==> src/rtl/sfifo_pkg.sv <==
package sfifo_pkg;
    localparam int ERR_N   = 3;
    localparam int ERR_OVF = 0;
    localparam int ERR_UR  = 1;
    localparam int ERR_FRM = 2;

    localparam int ST_RXEMPTY = 5;
    localparam int ST_OVF     = 6;
    localparam int ST_UR      = 8;
    localparam int ST_FRM     = 12;
    localparam int ST_TXLVL   = 16;
    localparam int ST_RXLVL   = 24;
    localparam int ST_LVL_W   = 5;

    typedef enum logic [1:0] {
        IRQ_M0 = 2'd0,
        IRQ_M1 = 2'd1,
        IRQ_M2 = 2'd2,
        IRQ_M3 = 2'd3
    } irq_mode_e;

    function automatic int unsigned word_shift(input logic [1:0] ws);
        case (ws)
            2'd0:    return 0;
            2'd1:    return 1;
            default: return 2;
        endcase
    endfunction
endpackage

==> src/rtl/sfifo_queue.sv <==
module sfifo_queue #(
    parameter int DEPTH  = 16,
    parameter int DATA_W = 32,
    parameter int PTR_W  = $clog2(DEPTH),
    parameter int LVL_W  = $clog2(DEPTH) + 1
) (
    input  logic              clk,
    input  logic              rst_n,
    input  logic              flush,
    input  logic [LVL_W-1:0]  cap,
    input  logic [DATA_W-1:0] mask,
    input  logic              push,
    input  logic [DATA_W-1:0] push_data,
    input  logic              pop,
    output logic [LVL_W-1:0]  level,
    output logic [DATA_W-1:0] pop_data,
    output logic              push_full,
    output logic              pop_empty
);
    typedef struct packed {
        logic [PTR_W-1:0]  wr;
        logic [PTR_W-1:0]  rd;
        logic [LVL_W-1:0]  lvl;
        logic [DATA_W-1:0] dout;
    } q_state_t;

    q_state_t st_d, st_q;
    logic [DATA_W-1:0] mem_q [DEPTH];
    logic push_ok, pop_ok;
    logic [PTR_W-1:0] last_idx;

    always_comb begin
        last_idx  = PTR_W'(cap - 1'b1);
        push_ok   = push && !flush && (st_q.lvl < cap);
        pop_ok    = pop && !flush && (st_q.lvl != '0);
        push_full = push && !flush && (st_q.lvl >= cap);
        pop_empty = pop && !flush && (st_q.lvl == '0);
        st_d = st_q;
        if (flush) begin
            st_d.wr  = '0;
            st_d.rd  = '0;
            st_d.lvl = '0;
        end else begin
            if (push_ok) begin
                st_d.wr = (st_q.wr == last_idx) ? '0 : st_q.wr + 1'b1;
            end
            if (pop_ok) begin
                st_d.rd   = (st_q.rd == last_idx) ? '0 : st_q.rd + 1'b1;
                st_d.dout = mem_q[st_q.rd];
            end
            st_d.lvl = st_q.lvl + LVL_W'(push_ok) - LVL_W'(pop_ok);
        end
    end

    always_ff @(posedge clk or negedge rst_n) begin
        if (!rst_n) st_q <= '0;
        else        st_q <= st_d;
    end

    always_ff @(posedge clk) begin
        if (push_ok) mem_q[st_q.wr] <= push_data & mask;
    end

    assign level    = st_q.lvl;
    assign pop_data = st_q.dout;

    AST_LEVEL_BOUND: assert property (@(posedge clk) disable iff (!rst_n)
        st_q.lvl <= cap);
    AST_FULL_PUSH_DROPPED: assert property (@(posedge clk) disable iff (!rst_n)
        (push && !pop && !flush && st_q.lvl == cap) |=> $stable(st_q.lvl));
    AST_EMPTY_POP_HOLDS: assert property (@(posedge clk) disable iff (!rst_n)
        (pop && !push && !flush && st_q.lvl == '0) |=> ($stable(pop_data) && st_q.lvl == '0));
    AST_FLUSH_EMPTIES: assert property (@(posedge clk) disable iff (!rst_n)
        flush |=> (st_q.lvl == '0));
endmodule

==> src/rtl/sfifo_irq_eval.sv <==
module sfifo_irq_eval
    import sfifo_pkg::*;
#(
    parameter bit IS_TX = 1'b0,
    parameter int LVL_W = 5
) (
    input  logic [LVL_W-1:0] lvl,
    input  logic [LVL_W-1:0] cap,
    input  logic [1:0]       mode,
    input  logic             idle,
    output logic             irq
);
    logic [LVL_W-1:0] half;
    logic [LVL_W-1:0] free;
    logic is_empty;

    assign half     = cap >> 1;
    assign free     = cap - lvl;
    assign is_empty = (lvl == '0);

    generate
        if (IS_TX) begin : g_tx
            always_comb begin
                case (irq_mode_e'(mode))
                    IRQ_M0:  irq = is_empty && idle;
                    IRQ_M1:  irq = is_empty;
                    IRQ_M2:  irq = (free >= half);
                    default: irq = (lvl < cap);
                endcase
            end
        end else begin : g_rx
            always_comb begin
                case (irq_mode_e'(mode))
                    IRQ_M0:  irq = is_empty && idle;
                    IRQ_M1:  irq = !is_empty;
                    IRQ_M2:  irq = (lvl >= half);
                    default: irq = (lvl == cap);
                endcase
            end
        end
    endgenerate
endmodule

==> src/rtl/sfifo_irq_gen.sv <==
module sfifo_irq_gen
    import sfifo_pkg::*;
#(
    parameter int FIFO_BYTES = 16,
    parameter int DATA_W     = 32
) (
    input  logic              clk,
    input  logic              rst_n,
    input  logic [1:0]        word_sel,
    input  logic              framed_en,
    input  logic              tx_busy,
    input  logic [1:0]        tx_irq_mode,
    input  logic [1:0]        rx_irq_mode,
    input  logic [2:0]        err_irq_en,
    input  logic [2:0]        err_clr,
    input  logic              tx_wr,
    input  logic [DATA_W-1:0] tx_wr_data,
    input  logic              tx_rd,
    output logic [DATA_W-1:0] tx_rd_data,
    input  logic              rx_wr,
    input  logic [DATA_W-1:0] rx_wr_data,
    input  logic              rx_rd,
    output logic [DATA_W-1:0] rx_rd_data,
    input  logic              sync_repeat,
    output logic [31:0]       status,
    output logic              tx_irq,
    output logic              rx_irq,
    output logic              fault_irq
);
    localparam int PTR_W = $clog2(FIFO_BYTES);
    localparam int LVL_W = PTR_W + 1;

    typedef struct packed {
        logic [1:0]       ws;
        logic [ERR_N-1:0] err;
    } top_state_t;

    top_state_t st_d, st_q;
    logic flush;
    logic [LVL_W-1:0] cap, tx_lvl, rx_lvl;
    logic [DATA_W-1:0] mask;
    logic tx_pop_empty, tx_push_full, rx_pop_empty, rx_push_full;
    logic [ERR_N-1:0] err_set;
    int unsigned sh;

    always_comb begin
        sh    = word_shift(st_q.ws);
        cap   = LVL_W'(FIFO_BYTES >> sh);
        flush = (word_sel != st_q.ws);
        for (int i = 0; i < DATA_W; i++) begin
            mask[i] = (i < (8 << sh));
        end
        err_set          = '0;
        err_set[ERR_OVF] = rx_push_full;
        err_set[ERR_UR]  = tx_pop_empty && framed_en;
        err_set[ERR_FRM] = sync_repeat;
        st_d     = st_q;
        st_d.ws  = word_sel;
        st_d.err = err_set | (st_q.err & ~err_clr);
    end

    always_ff @(posedge clk or negedge rst_n) begin
        if (!rst_n) st_q <= '0;
        else        st_q <= st_d;
    end

    sfifo_queue #(.DEPTH(FIFO_BYTES), .DATA_W(DATA_W), .PTR_W(PTR_W), .LVL_W(LVL_W)) u_txq (
        .clk(clk), .rst_n(rst_n), .flush(flush), .cap(cap), .mask(mask),
        .push(tx_wr), .push_data(tx_wr_data), .pop(tx_rd),
        .level(tx_lvl), .pop_data(tx_rd_data),
        .push_full(tx_push_full), .pop_empty(tx_pop_empty)
    );

    sfifo_queue #(.DEPTH(FIFO_BYTES), .DATA_W(DATA_W), .PTR_W(PTR_W), .LVL_W(LVL_W)) u_rxq (
        .clk(clk), .rst_n(rst_n), .flush(flush), .cap(cap), .mask(mask),
        .push(rx_wr), .push_data(rx_wr_data), .pop(rx_rd),
        .level(rx_lvl), .pop_data(rx_rd_data),
        .push_full(rx_push_full), .pop_empty(rx_pop_empty)
    );

    sfifo_irq_eval #(.IS_TX(1'b1), .LVL_W(LVL_W)) u_tx_eval (
        .lvl(tx_lvl), .cap(cap), .mode(tx_irq_mode), .idle(!tx_busy), .irq(tx_irq)
    );

    sfifo_irq_eval #(.IS_TX(1'b0), .LVL_W(LVL_W)) u_rx_eval (
        .lvl(rx_lvl), .cap(cap), .mode(rx_irq_mode), .idle(1'b1), .irq(rx_irq)
    );

    always_comb begin
        status                               = '0;
        status[ST_RXEMPTY]                   = (rx_lvl == '0);
        status[ST_OVF]                       = st_q.err[ERR_OVF];
        status[ST_UR]                        = st_q.err[ERR_UR];
        status[ST_FRM]                       = st_q.err[ERR_FRM];
        status[ST_TXLVL +: ST_LVL_W]         = ST_LVL_W'(tx_lvl);
        status[ST_RXLVL +: ST_LVL_W]         = ST_LVL_W'(rx_lvl);
        fault_irq                            = |(st_q.err & err_irq_en);
    end

    AST_OVF_STICKY: assert property (@(posedge clk) disable iff (!rst_n)
        (st_q.err[ERR_OVF] && !err_clr[ERR_OVF]) |=> st_q.err[ERR_OVF]);
    AST_OVF_NEEDS_FULL: assert property (@(posedge clk) disable iff (!rst_n)
        $rose(st_q.err[ERR_OVF]) |-> $past(rx_wr));
    AST_UR_ONLY_FRAMED: assert property (@(posedge clk) disable iff (!rst_n)
        $rose(st_q.err[ERR_UR]) |-> $past(framed_en && tx_rd));
    AST_FRM_FROM_SYNC: assert property (@(posedge clk) disable iff (!rst_n)
        $rose(st_q.err[ERR_FRM]) |-> $past(sync_repeat));
    AST_RX_FULL_IRQ: assert property (@(posedge clk) disable iff (!rst_n)
        (rx_irq_mode == 2'd3 && rx_irq) |-> (rx_lvl == cap));
    AST_TX_QUIET_IRQ: assert property (@(posedge clk) disable iff (!rst_n)
        (tx_irq_mode == 2'd0 && tx_irq) |-> (!tx_busy && tx_lvl == '0));
    AST_FAULT_MASKED: assert property (@(posedge clk) disable iff (!rst_n)
        (err_irq_en == '0) |-> !fault_irq);
endmodule

==> config.mk <==
export PLATFORM = sky130hd
export DESIGN_NAME = sfifo_irq_gen
export DESIGN_NICKNAME = d
export VERILOG_FILES = /design/src/rtl/sfifo_pkg.sv /design/src/rtl/sfifo_queue.sv /design/src/rtl/sfifo_irq_eval.sv /design/src/rtl/sfifo_irq_gen.sv
export SDC_FILE = /design/constraint.sdc
export NUM_CORES = 1
export LEC_CHECK = 0
export ABC_AREA = 1
export BUFFER_PORTS_ARGS = -buffer_cell sky130_fd_sc_hd__buf_4
export CAP_MARGIN = 30
export CORE_MARGIN = 2
export CORE_UTILIZATION = 40
export DETAILED_ROUTE_END_ITERATION = 8
export HOLD_SLACK_MARGIN = 0.02
export MAX_ROUTING_LAYER = met4
export PLACE_DENSITY = 0.62
export SLEW_MARGIN = 15
export SYNTH_ARGS = -nofsm -noshare
export SYNTH_HDL_FRONTEND = slang
export SYNTH_SLANG_ARGS = --single-unit
==> constraint.sdc <==
create_clock -name clk -period 6 [get_ports clk]
set_input_delay 0.6 -clock clk [delete_from_list [all_inputs] [get_ports clk]]
set_output_delay 0.6 -clock clk [all_outputs]
set_load 0.03 [all_outputs]
# Word level (Yosys, flattened, before mapping)
# Memory sizes are Yosys's and may differ from the RTL's. A register that Yosys moved wholly into a read port is not among the register bits.
# Index checks and enable logic that the tools add are counted.
[op_classes]
n_lt_le_gt_ge = 37
n_bitwise = 7
n_shift = 2
n_addsub = 10
n_div = 0
n_mux = 17
n_mul = 0
eq_ne = 11
reduce_logical = 31
[ops]
columns = ["op", "count"]
rows = [
  ["less-than comparator 6 x 32 -> 1 bit (first input constant)", 16],
  ["less-than comparator 5 x 32 -> 1 bit (first input constant)", 8],
  ["less-than comparator 4 x 32 -> 1 bit (first input constant)", 4],
  ["AND 32 bit", 2],
  ["less-than comparator 3 x 32 -> 1 bit (first input constant)", 2],
  ["less-than comparator 1 x 32 -> 1 bit (first input constant)", 1],
  ["less-than comparator 2 x 32 -> 1 bit (first input constant)", 1],
  ["2-to-1 mux 4 bit", 8],
  ["left shift 4 x 32 -> 32 bit (first input constant)", 1],
  ["2-to-1 mux 13 bit", 2],
  ["adder 4 x 1 -> 4 bit (second input constant)", 4],
  ["== test 4 bit", 4],
  ["logical AND 1 bit", 12],
  ["adder 5 x 1 -> 5 bit", 2],
  ["greater-or-equal comparator 5 x 4 -> 1 bit", 2],
  ["zero test 5 bit", 2],
  ["less-than comparator 5 bit", 2],
  ["nonzero test 5 bit", 2],
  ["subtractor 5 x 1 -> 5 bit", 2],
  ["nonzero test 2 bit", 4],
  ["AND 3 bit", 2],
  ["== test 2 x 1 -> 1 bit (second input constant)", 3],
  ["zero test 2 bit", 3],
  ["case mux 1 bit (3 select lines)", 2],
  ["15 further kinds", 24],
]
[totals]
mem_bits_rw = 1024
romBits = 0
output_inout_bits = 99
reg_bits = 31
latch_bits = 0
input_bits = 85
n_memories = 2
[mem_list]
columns = ["memory", "words", "word_bits", "read_ports", "rd_clocked_by_memory_dff", "write_ports", "line", "text"]
rows = [
  ["u_rxq.mem_q", 16, 32, 1, 1, 1, "sfifo_queue.sv:28", "logic [DATA_W-1:0] mem_q [DEPTH];"],
  ["u_txq.mem_q", 16, 32, 1, 1, 1, "sfifo_queue.sv:28", ""],
]

# Depth between registers and ports, before layout
# Gate-level depths: netlist (run 1).
[logic_depth]
ltp_word = 8
mapped_depth = 17

# Cells and area by module
# Synthesis (run 1) repeated with hierarchy kept, for this count alone.
[hier_totals]
hier_cells = 4603
area_unflattened_um2 = 48878.1
[modules_own_cells]
columns = ["mod", "seq_area_each_um2", "cells_per_inst", "n_inst", "area_each_um2"]
rows = [
  ["sfifo_queue (u_rxq)", 16500.8, 2441, 1, 24684.9],
  ["sfifo_queue (u_txq)", 16500.8, 1998, 1, 23197.2],
  ["sfifo_irq_gen", 125.1, 56, 1, 410.4],
  ["sfifo_irq_eval (u_tx_eval)", 0.0, 58, 1, 347.8],
  ["sfifo_irq_eval (u_rx_eval)", 0.0, 50, 1, 237.7],
]

# Worst setup path before layout (run 1)
# No wires, ideal clock.
[synth_path]
path_kind = "register to register"
start = "register st_q[4] (netlist bit)"
end = "memory u_txq.mem_q[10][0] (enable)"
path_buffers = 3
setup_time_ns = 0.461
t_required_ns = 5.539
slack_ns = 1.522
t_arrival_ns = 4.017
stages_incl_launch_ff = 11
cell_sequence = "dfrtp_1 > nor2_1 > buf_2 > buf_1 > ha_1 > nand2_1 > inv_1 > nand3_1 > nand3_2 > buf_2 > nor3_1"
[synth_via]
elab_chain_cells = 7
word_cells_on_any_way = 11
classes_between = "order compare (1); eq/ne (2); shift (1); mux (3); reduce/logical (4)"
[synth_rtl]
columns = ["element", "line", "text"]
rows = [
  ["start: declaration", "sfifo_irq_gen.sv:38", "top_state_t st_d, st_q;"],
  ["start signal: assignment", "sfifo_irq_gen.sv:64", "else st_q <= st_d;"],
  ["== test 2 x 1 -> 1 bit / zero test 2 bit (equally long branches)", "sfifo_pkg.sv:23", "case (ws)"],
  ["case mux 2 bit (2 select lines)", "sfifo_pkg.sv:23", ""],
  ["right shift 5 x 2 -> 5 bit", "sfifo_irq_gen.sv:48", "cap = LVL_W'(FIFO_BYTES >> sh);"],
  ["less-than comparator 5 bit", "sfifo_queue.sv:34", "push_ok = push && !flush && (st_q.lvl < cap);"],
  ["logical AND 1 bit (*)", "sfifo_queue.sv:34", ""],
  ["2-to-1 mux 1 bit (*)", "sfifo_queue.sv:61", "if (push_ok) mem_q[st_q.wr] <= push_data & mask;"],
  ["2-to-1 mux 1 bit (not written as such) (*)", "sfifo_queue.sv:61", ""],
  ["end: declaration", "sfifo_queue.sv:28", ""],
]
# Every way passes the cells marked *; elsewhere a longest branch is shown, timed or not.

==> flow_metrics.py, run 1 <==
metrics = {
    "status": {
        "status": "complete, no violations",
    },
    "clock_tree": {
        "clk_pin_slew_worst_paths_ns": 0.06,
        "cts_root_buffer": "clkbuf_16",
        "cts_tree": "built",
        "clk_latency_ns": 0.74,
        "clock-sinks": 1119,
        "h-tree-depth": 3,
        "postCtsSetupBuffers": 0,
        "clk_path_buf_depth": 3,
        "cts_buffers": 115,
    },
    "worst_setup_path": {
        "cp_max_fo": 23,
        "start_kind": "flip-flop",
        "rr_worst_depth": 16,
        "critPathCaptureType": "flip-flop",
        "worst-setup-path-type": "flip-flop to flip-flop",
        "r2r_slack_ns": 2.25,
        "startpoint": "st_q[4]",
        "worstPathArrival_ns": 4.33,
        "r2r-start": "st_q[4]",
        "r2r-end": "u_txq.level[4]",
        "crit_path_end": "u_txq.level[4]",
        "critPathRequiredTime_ns": 6.58,
    },
    "route": {
        "via_count": 31500,
        "via_per_inst": 4.96,
        "antenna_left": 0,
        "drc": 0,
        "wire_per_inst_um": 19.4,
        "drt_iter0_markers": 2857,
        "dr.pass1.iters": 5,
        "drt-total-wl_mm": 123,
    },
    "synth": {
        "netlist_area_um2": 48600,
        "ys_warn_count": 0,
        "synth-main-ff-cell": "edfxtp_1",
        "synthTopCellsByCount": "nand2_1, edfxtp_1, nand3_1",
        "synth_top_area_cell": "edfxtp_1",
        "ys_ff_latch": 1119,
        "synthCells": 4592,
        "synth_edf_count": 1024,
        "async_flop_share_pct": 8.49,
        "synthTopCellsByArea": "edfxtp_1, nand2_1, nand3_1",
        "yosysUniqueCellTypes": 34,
        "syn_avg_cell_area_um2": 10.6,
        "yosysMostFrequentCell": "nand2_1",
        "synth_top_area_share_pct": 63.3,
        "yosysSeqAreaShare_pct": 68.2,
    },
    "global_route": {
        "gr-usage-all-layers_pct": 20.0,
        "grt_max_degree": 118,
        "grt_pass1_wl_mm": 185,
        "grt_pass1_vias": 30100,
        "globalRoute.totalOverflow": 0,
        "antenna_found_initial": 2,
    },
    "timing": {
        "tns_ns": 0,
        "setup_ws_ns": 2.25,
        "period_share_pct": 62.6,
        "holdWs_ns": 0.0793,
        "rsz0062_at_grt": "false",
        "worst_pin_slew_ns": 1.00,
        "slew_violations": 0,
        "fin_crit_ns": 3.75,
        "timing.fmax_ghz": 0.266,
        "setup_violations": 0,
        "fin_skew_ns": 0.0692,
        "finalHoldViolations": 0,
        "slew_headroom_pct": 33.1,
    },
    "place": {
        "io_buffers": 165,
        "place_hpwl_mm": 70.8,
        "routabilityCongestion": 0.818,
        "dpl_worst_slack_ns": 2.14,
        "placed_cells": 6123,
    },
    "die": {
        "rows": 127,
        "dieArea_um2": 124000,
        "die_h_um": 352,
        "initial_core_util_pct": 40.4,
        "fp.coreArea_um2": 120000,
        "die_w_um": 352,
        "ios": 184,
    },
    "finish": {
        "area_growth_pct": 13.3,
        "layout-drive-gt1-share_pct": 10.6,
        "fin_nets": 4769,
        "finalNonFillerCells": 6355,
    },
    "power_and_ir_drop": {
        "ir_drop_v": 0.000268,
        "powerDensity_nw_per_um2": 299,
        "p_leak_nw": 22.9,
    },
    "min_path": {
        "min_path_cells": 2,
        "hold_path.class": "input port to flip-flop",
    },
    "job": {
        "cap_violations": 0,
    },
}
## sequential cells by signal (all words and copies together) (netlist names)
register,count
u_rxq.mem_q,512
u_txq.mem_q,512
u_rxq.pop_data,32
u_txq.pop_data,32
u_rxq.st_q,8
u_txq.st_q,8
u_rxq.level,5
u_txq.level,5
status,3
st_q,2
## stage by stage
stage / instance area (µm²) / power (W) / utilization, %
floorplan: 48600 / 0.00926 / -
global placement: 50700 / 0.00952 / 42.2
detailed placement: 51100 / 0.00954 / 42.6
CTS: 54900 / 0.0166 / 45.7
global route: 55000 / 0.0170 / 45.8
finish: 55100 / 0.0165 / 45.8
## logic make-up (layout without fill, tap and decap cells)
logic type                 count (synthesis)  after routing  share of synthesized area (%)
and+or+nand+nor                         2369           2369                           20.7
DFF                                     1119           1119                           68.2
buffers and inverters                    875           1005                           7.95
AOI/OAI and AO/OA                        171            171                           1.77
adders and majority gates                 44             44                           1.16
xor gates and xnor gates                  12             12                          0.216
other                                      2             23                         0.0155
## critical path, stage by stage (launching register included)
cell	delay, ns
dfrtp_2	0.52
nor2_4	0.13
buf_4	0.40
ha_1	0.36
nand2_1	0.07
inv_1	0.06
nand3_1	0.08
nand3_1	0.11
nand3_2	0.45
inv_1	0.18
ha_1	0.25
fa_1	0.41
nand2_1	0.08
a21oi_1	0.05
or2_2	0.28
o21ai_0	0.14
a21oi_1	0.06
## placed cells by master (no fill, tap or decap), types with 3 or more instances in the layout
cell / count
dfrtp_1: 87
dfrtp_4: 3
xor2_1: 10
clkinv_16: 4
buf_16: 8
clkinvlp_4: 4
or2_2: 34
nor2_1: 30
clkbuf_16: 115
buf_12: 13
nand3_1: 571
ha_1: 42
nand2_1: 1612
clkbuf_1: 43
clkbuf_8: 6
clkinv_4: 3
clkinv_1: 17
buf_4: 226
nand3b_1: 69
nor3_2: 16
edfxtp_1: 1024
o21ai_0: 18
a21oi_1: 148
dlygate4sd3_1: 3
inv_2: 7
nand4_1: 9
inv_1: 522
inv_6: 5
clkinv_2: 14
bufinv_16: 9
conb_1: 22
dfrtp_2: 5
nor2_4: 20
## area by class of cell
type                    instances  area [µm²]
diodes                          1        2.50
clock buffers                 164        3120
clock inverters                55         642
fillers                     11000       65100
inverters                     534        2020
multi-input cells            2618       11900
flip-flops and latches       1119       33100
well taps                    1612        2020
repair buffers                252        2230
## where the power goes
part	leakage (nW)	switching [W]	internal, W
logic	10.4	0.000557	0.000208
clock network	1.81	0.00306	0.00404
registers	10.7	0.0000407	0.00857
## metal layers
metal  wire, µm  global-route usage (%)  share of wire, %  vias up
met3       7000                    2.42               5.7      213
met5          0                       -                 0        -
met1      52100                    25.9                42    15200
met2      59800                    32.5                49     1017
met4       4290                    7.49               3.5        0
li1           -                       -                 -    15100
## how the worst min path moves through the flow
| stage | start | endpoint | slack [ns] |
|---|---|---|---|
| 2_1_floorplan | rst_n | st_q[3] | 0.30 |
| 3_3_place_gp | u_txq.pop_data[22] | u_txq.pop_data[22] | 0.46 |
| 3_5_place_dp | u_rxq.pop_data[9] | u_rxq.pop_data[9] | 0.47 |
| 4_1_cts | err_clr[2] | status[12] | 0.04 |
| 5_1_grt | err_clr[2] | status[12] | 0.07 |
| 6_report | err_clr[2] | status[12] | 0.08 |
## what timing repair did
action | CTS | global route
hold buffers | 3 | 0
resized for setup | 0 | 0
endpoints found under the setup margin | 0 | 0
endpoints found under the hold margin | 52 | 0
(Power assumes the default switching activity.)
==> inputs of run 2 (changes only) <==
==> constraint.sdc (replaced) <==
create_clock -name clk -period 3.7 [get_ports clk]
set_input_delay 0.37 -clock clk [delete_from_list [all_inputs] [get_ports clk]]
set_output_delay 0.37 -clock clk [all_outputs]
set_load 0.03 [all_outputs]
==> flow_metrics.py, run 2 (synthesis gave the netlist of run 1 again) <==
metrics = {
    "status": {
        "status": "complete, no violations",
    },
    "min_path": {
        "hold_path.class": "input port to flip-flop",
    },
    "route": {
        "drt_iter0_markers": 2675,
        "dr.pass1.iters": 5,
        "wire_per_inst_um": 18.6,
        "drt-total-wl_mm": 119,
        "via_count": 31500,
        "antenna_left": 0,
        "drc": 0,
        "via_per_inst": 4.92,
    },
    "finish": {
        "area_growth_pct": 14.8,
        "layout_commonest_cell": "nand2_1",
        "seqCellArea_um2": 33100,
        "layout-drive-gt1-share_pct": 11.3,
        "finalNonFillerCells": 6395,
        "largestRegisters": "u_rxq.mem_q (512), u_txq.mem_q (512)",
        "multiInputGateArea_um2": 11900,
        "fin_nets": 4811,
        "nFillCells": 10900,
        "final_cell_mix": "nand2_1, edfxtp_1, nand3_1",
    },
    "clock_tree": {
        "cts-resized-gates": 0,
        "cts_root_buffer": "clkbuf_16",
        "cts_buffers": 115,
        "clk_latency_ns": 0.72,
        "h-tree-depth": 3,
        "holdBufCountCts": 25,
        "postCtsSetupBuffers": 0,
        "clk_path_buf_depth": 3,
        "cts_tree": "built",
        "clk_pin_slew_worst_paths_ns": 0.06,
        "clock-sinks": 1119,
    },
    "die": {
        "rows": 127,
        "die_w_um": 352,
        "fp.coreArea_um2": 120000,
        "initial_core_util_pct": 40.4,
        "dieArea_um2": 124000,
        "die_h_um": 352,
        "ios": 184,
    },
    "worst_setup_path": {
        "cp_max_fo": 14,
        "worstPathArrival_ns": 2.85,
        "slowest_delay_ns": 0.51,
        "critPathCaptureType": "output port",
        "crit_slowest_cell": "dfrtp_2",
        "worst-setup-path-type": "flip-flop to output port",
        "critPathRequiredTime_ns": 3.33,
        "start_kind": "flip-flop",
        "cp_cell_sequence": "ha_1 > nand2_1 > inv_1 > a21oi_1 > xor2_1 > inv_1 > ha_1 > nand2_1 > nand3_1 > nand3_1 > nand2_1 > buf_4",
        "cpMostUsedCell": "nand2_1",
        "path_delay_family": "adder cells",
        "cp_num_buf_inv": 3,
    },
    "place": {
        "placed_cells": 6145,
        "routabilityCongestion": 0.821,
        "place_hpwl_mm": 66.1,
        "dpl_worst_slack_ns": 0.699,
        "io_buffers": 165,
    },
    "power_and_ir_drop": {
        "swShare_pct": 21.6,
        "comb_power_share_pct": 4.5,
        "seqPwrFrac_pct": 51.1,
        "p_clk_share_pct": 44.4,
        "p_int_w": 0.0214,
        "power_w": 0.0273,
        "p_switching_w": 0.00589,
        "p_leak_nw": 23.3,
        "ir_drop_v": 0.000404,
        "powerDensity_nw_per_um2": 490,
    },
    "timing": {
        "slew_violations": 0,
        "fin_skew_ns": 0.0218,
        "worst_pin_slew_ns": 0.996,
        "setup_violations": 0,
        "setup_ws_ns": 0.483,
        "tns_ns": 0,
        "slew_headroom_pct": 33.6,
        "period_share_pct": 86.9,
        "rsz0062_at_grt": "false",
        "finalHoldViolations": 0,
        "fin_crit_ns": 3.22,
        "timing.fmax_ghz": 0.311,
    },
    "global_route": {
        "grt_pass1_vias": 30400,
        "gr-usage-all-layers_pct": 19.4,
        "globalRoute.totalOverflow": 0,
        "grt_pass1_wl_mm": 181,
        "grt_max_degree": 173,
        "antenna_found_initial": 1,
    },
    "job": {
        "cap_violations": 0,
    },
}
run 2: cell types whose count changed in the layout (fill, tap and decap cells not counted), moves of 5 or more:
cell	before	now
bufinv_16	9	18
buf_16	8	0
clkbuf_1	43	20
dlygate4sd3_1	3	26
buf_4	226	231
clkinv_2	14	23
buf_12	13	35
run 2: power groups by stage:
| stage | Combinational (W) | Sequential (W) | Clock, W |
|---|---|---|---|
| global placement | 0.00121 | 0.0142 | 0 |
| CTS | 0.00125 | 0.0139 | 0.0123 |
| floorplan | 0.000837 | 0.0142 | 0 |
| detailed placement | 0.00122 | 0.0142 | 0 |
| finish | 0.00124 | 0.0139 | 0.0121 |
| global route | 0.00137 | 0.0139 | 0.0128 |
run 2: cell type report:
type / instances / share of cell area, %
inverter: 534 / 3.62
antenna: 1 / 0.00449
clock buffer: 142 / 5.49
tap: 1612 / 3.62
sequential: 1119 / 59.4
multi-input combinational: 2618 / 21.3
clock inverter: 75 / 1.65
timing repair buffer: 294 / 4.87
run 2: path summary, 6_finish.rpt:
check / cells after the start / slack, ns / from / to
setup / recovery: 12 / 0.48 / st_q[4] / tx_irq
setup reg to reg: 11 / 0.66 / st_q[4] / u_rxq.mem_q[15][6]
hold reg to reg: 2 / 0.48 / u_txq.pop_data[22] / u_txq.pop_data[22]
hold / removal: 3 / 0.03 / rx_wr_data[11] / u_rxq.mem_q[9][11]
max in group asynchronous: 3 / 2.68 / rst_n / u_rxq.pop_data[5]
min in group asynchronous: 2 / 0.25 / rst_n / u_txq.pop_data[9]
run 2: metrics by stage:
stage / utilization (%) / cell area (µm²) / hold slack, ns
finish: 46.4 / 55800 / 0.0274
CTS: 46.4 / 55700 / 0.0370
global placement: 42.8 / 51400 / 0.428
detailed placement: 42.8 / 51500 / 0.432
floorplan: - / 48600 / 0.0744
global route: 46.4 / 55800 / 0.0217
run 2: worst register-to-register path, cell delays in order (launching register included):
cell	delay, ns
dfrtp_2	0.51
nor2_1	0.19
inv_1	0.10
ha_1	0.31
nand2_1	0.09
nor2_1	0.06
nand2_1	0.07
nand3_1	0.12
nor2_4	0.29
nand2_1	0.33
nor2_4	0.22
buf_4	0.38
run 2: routing by layer:
layer | vias up | global-route usage (%) | wire length [µm]
met4 | 0 | 6.08 | 3260
met1 | 15200 | 25.6 | 51800
met5 | - | - | 0
met3 | 176 | 2.41 | 6520
li1 | 15200 | - | -
met2 | 934 | 31.4 | 57300
